File: config.mk
export PLATFORM = sky130hd
export DESIGN_NAME = codec_regif
export DESIGN_NICKNAME = d
export VERILOG_FILES = /design/src/rtl/codec_regif_pkg.sv /design/src/rtl/regif_interval.sv /design/src/rtl/regif_regfile.sv /design/src/rtl/codec_regif.sv
export SDC_FILE = /design/constraint.sdc
export NUM_CORES = 1
export LEC_CHECK = 0
export CORE_AREA = 2 2 156 158
export DETAILED_ROUTE_END_ITERATION = 16
export DIE_AREA = 0 0 158 160
export DONT_BUFFER_PORTS = 1
export PLACE_DENSITY_LB_ADDON = 0.05
export SLEW_MARGIN = 10
export SYNTH_ARGS = -nofsm -noshare
export SYNTH_HDL_FRONTEND = slang
export SYNTH_SLANG_ARGS = --single-unit
File: constraint.sdc
create_clock -name clk -period 3.1 [get_ports clk]
set_input_delay 0.62 -clock clk [delete_from_list [all_inputs] [get_ports clk]]
set_output_delay 0.62 -clock clk [all_outputs]
set_load 0.005 [all_outputs]
File: src/rtl/codec_regif_pkg.sv
package codec_regif_pkg;

  localparam logic [1:0] PORT_INDEX  = 2'd0;
  localparam logic [1:0] PORT_DATA   = 2'd1;
  localparam logic [1:0] PORT_STATUS = 2'd2;
  localparam logic [1:0] PORT_POLL   = 2'd3;

  localparam int NUM_REGS = 32;
  localparam int AW       = $clog2(NUM_REGS);

  localparam logic [AW-1:0] REG_FMT    = AW'(8);
  localparam logic [AW-1:0] REG_IFC    = AW'(9);
  localparam logic [AW-1:0] REG_CALST  = AW'(11);
  localparam logic [AW-1:0] REG_ID     = AW'(12);
  localparam logic [AW-1:0] REG_CNT_HI = AW'(14);
  localparam logic [AW-1:0] REG_CNT_LO = AW'(15);

  localparam int IFC_AUTOCAL_BIT = 3;
  localparam int ID_XMODE_BIT    = 6;
  localparam logic [7:0] BUSY_CODE = 8'h80;

  function automatic logic [7:0] reg_default(int unsigned a);
    if (a <= 5)       return 8'h08;
    else if (a == 9)  return 8'h08;
    else if (a == 10) return 8'h02;
    else              return 8'h00;
  endfunction

  // Bits that host writes cannot change.
  function automatic logic [7:0] ro_mask(int unsigned a);
    if (a == 0 || a == 1) return 8'h10;
    else if (a == 11)     return 8'hFF;
    else if (a == 12)     return 8'hBF;
    else                  return 8'h00;
  endfunction

endpackage

File: src/rtl/regif_interval.sv
module regif_interval #(
  parameter int W       = 9,
  parameter int RST_LEN = 0
) (
  input  logic         clk,
  input  logic         rst_n,
  input  logic         load,
  input  logic [W-1:0] len,
  output logic         active
);

  logic [W-1:0] cnt;

  always_ff @(posedge clk or negedge rst_n) begin
    if (!rst_n)          cnt <= W'(RST_LEN);
    else if (load)       cnt <= len;
    else if (cnt != '0)  cnt <= cnt - 1'b1;
  end

  assign active = (cnt != '0);

  AST_INTERVAL_DECREMENTS: assert property (@(posedge clk) disable iff (!rst_n)
    (active && !load) |=> (cnt == $past(cnt) - 1'b1));

endmodule

File: src/rtl/regif_regfile.sv
module regif_regfile
  import codec_regif_pkg::*;
#(
  parameter logic [3:0] REV = 4'hA
) (
  input  logic          clk,
  input  logic          rst_n,
  input  logic [AW-1:0] idx,
  input  logic          mce,
  input  logic          we,
  input  logic [7:0]    wdata,
  input  logic          cal_busy,
  output logic [7:0]    rdata,
  output logic          fmt_wr,
  output logic [7:0]    fmt,
  output logic [7:0]    ifc,
  output logic [15:0]   cnt16
);

  logic [7:0]    mem [NUM_REGS];
  logic          xmode;
  logic [AW-1:0] pa;
  logic          gated;
  logic          we_eff;

  assign xmode  = mem[REG_ID][ID_XMODE_BIT];
  assign pa     = xmode ? idx : {1'b0, idx[AW-2:0]};
  assign gated  = (pa == REG_FMT) || (pa == REG_IFC);
  assign we_eff = we && (mce || !gated);
  assign fmt_wr = we_eff && (pa == REG_FMT);

  always_ff @(posedge clk or negedge rst_n) begin
    if (!rst_n) begin
      for (int i = 0; i < NUM_REGS; i++) mem[i] <= reg_default(i);
    end else if (we_eff) begin
      mem[pa] <= (wdata & ~ro_mask(pa)) | (mem[pa] & ro_mask(pa));
    end
  end

  always_comb begin
    unique case (pa)
      REG_CALST: rdata = {2'b00, cal_busy, 5'b00000};
      REG_ID:    rdata = {1'b1, xmode, 2'b00, REV};
      default:   rdata = mem[pa];
    endcase
  end

  assign fmt   = mem[REG_FMT];
  assign ifc   = mem[REG_IFC];
  assign cnt16 = {mem[REG_CNT_HI], mem[REG_CNT_LO]};

  AST_FMT_GATED_BY_MCE: assert property (@(posedge clk) disable iff (!rst_n)
    (we && !mce) |=> $stable(fmt) && $stable(ifc));

  AST_VOLUME_BIT4_CLEAR: assert property (@(posedge clk) disable iff (!rst_n)
    we |=> (mem[0][4] == 1'b0) && (mem[1][4] == 1'b0));

endmodule

File: src/rtl/codec_regif.sv
module codec_regif
  import codec_regif_pkg::*;
#(
  parameter int         INIT_CYC   = 64,
  parameter int         RESYNC_CYC = 64,
  parameter int         CAL_CYC    = 384,
  parameter logic [3:0] REV        = 4'hA
) (
  input  logic        clk,
  input  logic        rst_n,
  input  logic [1:0]  host_addr,
  input  logic        host_wr,
  input  logic [7:0]  host_wdata,
  output logic [7:0]  host_rdata,
  input  logic        irq_event,
  output logic        irq_pending,
  output logic [7:0]  fmt_cfg,
  output logic [7:0]  iface_cfg,
  output logic [15:0] xfer_count
);

  localparam int MAX_BUSY = (INIT_CYC > RESYNC_CYC) ? INIT_CYC : RESYNC_CYC;
  localparam int BW       = $clog2(MAX_BUSY + 1);
  localparam int CW       = $clog2(CAL_CYC + 1);

  logic          busy, cal_active;
  logic          mce_q;
  logic [AW-1:0] idx_q;
  logic          idx_wr, data_wr, stat_wr;
  logic          cal_start, fmt_wr;
  logic [7:0]    reg_rdata;

  assign idx_wr  = host_wr && (host_addr == PORT_INDEX) && !busy;
  assign data_wr = host_wr && (host_addr == PORT_DATA)  && !busy;
  assign stat_wr = host_wr && (host_addr == PORT_STATUS);

  always_ff @(posedge clk or negedge rst_n) begin
    if (!rst_n) begin
      mce_q <= 1'b0;
      idx_q <= '0;
    end else if (idx_wr) begin
      mce_q <= host_wdata[6];
      idx_q <= host_wdata[AW-1:0];
    end
  end

  assign cal_start = idx_wr && mce_q && !host_wdata[6] && iface_cfg[IFC_AUTOCAL_BIT];

  regif_interval #(.W(BW), .RST_LEN(INIT_CYC)) u_busy (
    .clk    (clk),
    .rst_n  (rst_n),
    .load   (fmt_wr),
    .len    (BW'(RESYNC_CYC)),
    .active (busy)
  );

  regif_interval #(.W(CW), .RST_LEN(0)) u_cal (
    .clk    (clk),
    .rst_n  (rst_n),
    .load   (cal_start),
    .len    (CW'(CAL_CYC)),
    .active (cal_active)
  );

  regif_regfile #(.REV(REV)) u_regs (
    .clk      (clk),
    .rst_n    (rst_n),
    .idx      (idx_q),
    .mce      (mce_q),
    .we       (data_wr),
    .wdata    (host_wdata),
    .cal_busy (cal_active),
    .rdata    (reg_rdata),
    .fmt_wr   (fmt_wr),
    .fmt      (fmt_cfg),
    .ifc      (iface_cfg),
    .cnt16    (xfer_count)
  );

  always_ff @(posedge clk or negedge rst_n) begin
    if (!rst_n)         irq_pending <= 1'b0;
    else if (irq_event) irq_pending <= 1'b1;
    else if (stat_wr)   irq_pending <= 1'b0;
  end

  always_comb begin
    unique case (host_addr)
      PORT_INDEX:  host_rdata = busy ? BUSY_CODE : {1'b0, mce_q, 1'b0, idx_q};
      PORT_DATA:   host_rdata = reg_rdata;
      PORT_STATUS: host_rdata = {7'b0, irq_pending};
      default:     host_rdata = 8'h00;
    endcase
  end

  AST_INDEX_HELD_WHILE_BUSY: assert property (@(posedge clk) disable iff (!rst_n)
    (busy && host_wr && host_addr == PORT_INDEX) |=> $stable(idx_q) && $stable(mce_q));

  AST_RESYNC_STARTS_BUSY: assert property (@(posedge clk) disable iff (!rst_n)
    fmt_wr |=> busy);

  AST_CAL_FLAG_RISES: assert property (@(posedge clk) disable iff (!rst_n)
    cal_start |=> cal_active);

  AST_IRQ_SET_WINS: assert property (@(posedge clk) disable iff (!rst_n)
    irq_event |=> irq_pending);

  AST_IRQ_CLEARED: assert property (@(posedge clk) disable iff (!rst_n)
    (stat_wr && !irq_event) |=> !irq_pending);

endmodule

==> results.ini <==
[status]
status = finished with violations
violations = negative hold slack, negative setup slack

[detailed_routing]
drc = 0
vias = 8488
drtIter0Drc = 715
wl_per_cell_microns = 23.8
wl_microns = 34000
drt_pre_antenna_iters = 6
via_per_inst = 5.93
ant_nets = 0

[place]
globalplace.congestion = 0.861
postPlaceCellArea_sq_um = 13100
io_buffer_count = 0
dpl.cell_count = 1353
dpl.hpwl_microns = 22000

[setup_path]
crit_path_max_incr_delay_ps = 490
slowest_stage = dfrtp_4
r2r-end = u_regs.mem[236]
cp-start-kind = flop
worstPathRequired_ps = 2480
critPathCapture = host_rdata[2]
cp_max_fo = 6
path_cells = buf_12, buf_12, buf_6, mux4_2, a22o_1, a221oi_2, and3_4, o21ai_4
rr_startpoint = idx_q[0]
crit_top_cell = buf_12
crit_start = idx_q[0]
cp.arrival_ps = 2680
ff2ff_setup_slack_ps = 280
worst_setup_path_end_kind = output port
rr_worst_depth = 12
crit_type = flop to output port

[power_and_ir_drop]
switching_share_pct = 28.8
totalPowerFinal_mw = 10.4
power.density_nw_per_um2 = 707
switching_power_mw = 3.00
seq_power_share_pct = 39.0
clkPwrFrac_pct = 38.5
ir_drop_uv = 440
power.internal_mw = 7.40
p_leak_nw = 6.51
combinationalPowerShare_pct = 22.5

[cts]
clock-sinks = 279
cts_root_buf = clkbuf_16
tritoncts = done
clk_pin_slew_ps = 70
htree_levels = 1
numCtsBuffers = 31
clkLatencyLatePin_ps = 570
cts.path.max_buffers = 3

[floorplan]
dieArea_sq_um = 25300
pin_count = 55
core_sq_um = 23800
rows = 57
die_x_microns = 158
die_h_microns = 160
start_util_pct = 53.9

[grt]
overflow = 0
antenna_found_initial = 2
grt_pass1_wl_microns = 53300
grt_max_degree = 280
first_global_vias = 8658
track_usage_pct = 28.0

[yosys]
synth.top_cell.area_share_pct = 52.6
synth_cell_types = 60
synth_common_cells = 270 x dfrtp_1, 168 x nand2_1, 148 x o21ai_0
syn_area_per_cell_sq_um = 11.7
synth-main-ff-cell = dfrtp_1
async_flop_share_pct = 100
yosysMostFrequentCell = dfrtp_1
synth_edf_count = 0
syn_inst = 1098
yosysSeqAreaShare_pct = 54.4
ys_seq_elements = 279
yosysWarningCount = 0
ys_top_cells_by_area = dfrtp_1 53%, mux4_2 11%, mux2_2 6.6%
syn_nets = 1115
yosysTopAreaCell = dfrtp_1
syn-cell-area_sq_um = 12800

[sta]
fin_ws_ps = -199
worst_slew_pin_slew_ps = 791
fmax_mhz = 303
fin_crit_sh_pct = 106
rsz0062_at_grt = true
period_needed_ps = 3300
final_max_slew_viol_count = 0
finalHoldViolations = 270
slew_headroom_pct = 46.8
whs_ps = -251
clock_skew_ps = 12.4
setup_viol = 8

[finish]
area_growth_pct = 14.5
fin_nets = 1099
fillers = 1950
final_layout_size_suffix_gt1_share_pct = 30.9
final_cells = 1431
fin_util_pct = 61.8
diodes = 0
final_area_sq_um = 14700

[hold_path]
hold_class = primary input to async pin

[job]
max_cap_violations = 0

layout make-up:
cell class | instances | area (sq um) | share of cell area [%]
flip-flops and latches | 279 | 7000 | 47.6
multi-input cells | 678 | 5370 | 36.5
clock buffers | 44 | 895 | 6.08
repair buffers | 86 | 795 | 5.40
well taps | 324 | 405 | 2.75
clock inverters | 14 | 230 | 1.56
inverters | 6 | 22.5 | 0.153
flip-flops by register name, summed over array words and instances (netlist names):
register	cells
idx_q	5
u_cal.cnt	9
u_regs.cnt16	16
u_regs.ifc	8
u_busy.cnt	7
irq_pending	1
u_regs.mem	224
u_regs.fmt	8
mce_q	1
timing repair:
item / in CTS / in global routing
buffers inserted: 11 / 7
pin swaps: 11 / 6
resized for setup: 42 / 11
endpoints found under the setup margin: 8 / 8
endpoints found under the hold margin: 279 / 276
cloned: 2 / 0
cells by family (layout without fill, tap and decap cells):
family          after synthesis  in the layout  share of synthesized area [%]
compound gates              230            230                           10.3
xor+xnor                      8              8                          0.545
fa+ha+maj                     3              3                          0.292
buf+inv                     141            150                           5.35
flops                       279            279                           54.4
mux                         140            140                           17.9
simple gates                297            297                           11.2
layer usage:
metal | vias up | share of wire, % | track usage (%) | wire, microns
met5 | - | 0 | 0 | 0
li1 | 3872 | - | - | -
met4 | 0 | 3.1 | 8.56 | 1070
met2 | 256 | 46 | 42.7 | 15700
met1 | 4299 | 45 | 41.7 | 15200
met3 | 61 | 6.3 | 4.75 | 2150
stage by stage:
stage / worst slack [ps] / TNS [ps]
3_5_place_dp: 174 / 0
3_3_place_gp: 181 / 0
2_1_floorplan: 283 / 0
6_report: -199 / -1240
5_1_grt: -249 / -1660
4_1_cts: -225 / -1260
worst min-delay path by stage:
stage / startpoint / to / slack [ps] / depth (start not counted)
floorplan: rst_n / idx_q[0] / 320 / 0
global placement: rst_n / u_regs.cnt16[12] / 330 / 0
detailed placement: rst_n / u_regs.cnt16[12] / 330 / 0
CTS: rst_n / u_regs.mem[104] / -270 / 0
global route: rst_n / u_regs.cnt16[12] / -270 / 0
finish: rst_n / irq_pending / -250 / 0
critical path, delay by kind of cell (launching register included):
family	cells	cell delay [ps]
DFF	1	490
muxes	1	400
and+or+nand+nor	1	260
AOI/OAI and AO/OA	3	550
buffers and inverters	3	410
power by group through the flow:
| stage | sequential, mW | clock, mW | combinational (mW) |
|---|---|---|---|
| final | 4.06 | 4.00 | 2.34 |
| after global routing | 4.09 | 4.23 | 2.48 |
| after CTS | 4.06 | 4.07 | 2.26 |
| after detailed placement | 4.16 | 0 | 1.90 |
| after global placement | 4.16 | 0 | 1.88 |
| after floorplan | 4.01 | 0 | 1.33 |
placed cells by master, fill, tap and decap left out, drive strengths merged, types with 5 or more instances in the layout:
| cell type | count |
|---|---|
| and2 | 10 |
| mux4 | 64 |
| bufinv | 6 |
| clkbuf | 45 |
| clkinv | 6 |
| a22oi | 24 |
| nand2 | 168 |
| dfstp | 9 |
| nand2b | 6 |
| nor2 | 38 |
| xnor2 | 6 |
| inv | 7 |
| a21oi | 26 |
| o21ai | 155 |
| buf | 85 |
| and3 | 5 |
| and4 | 7 |
| dfrtp | 270 |
| mux2 | 75 |
| nand4 | 22 |
| nor3 | 7 |
| nor2b | 6 |
(Power assumes the default switching activity.)
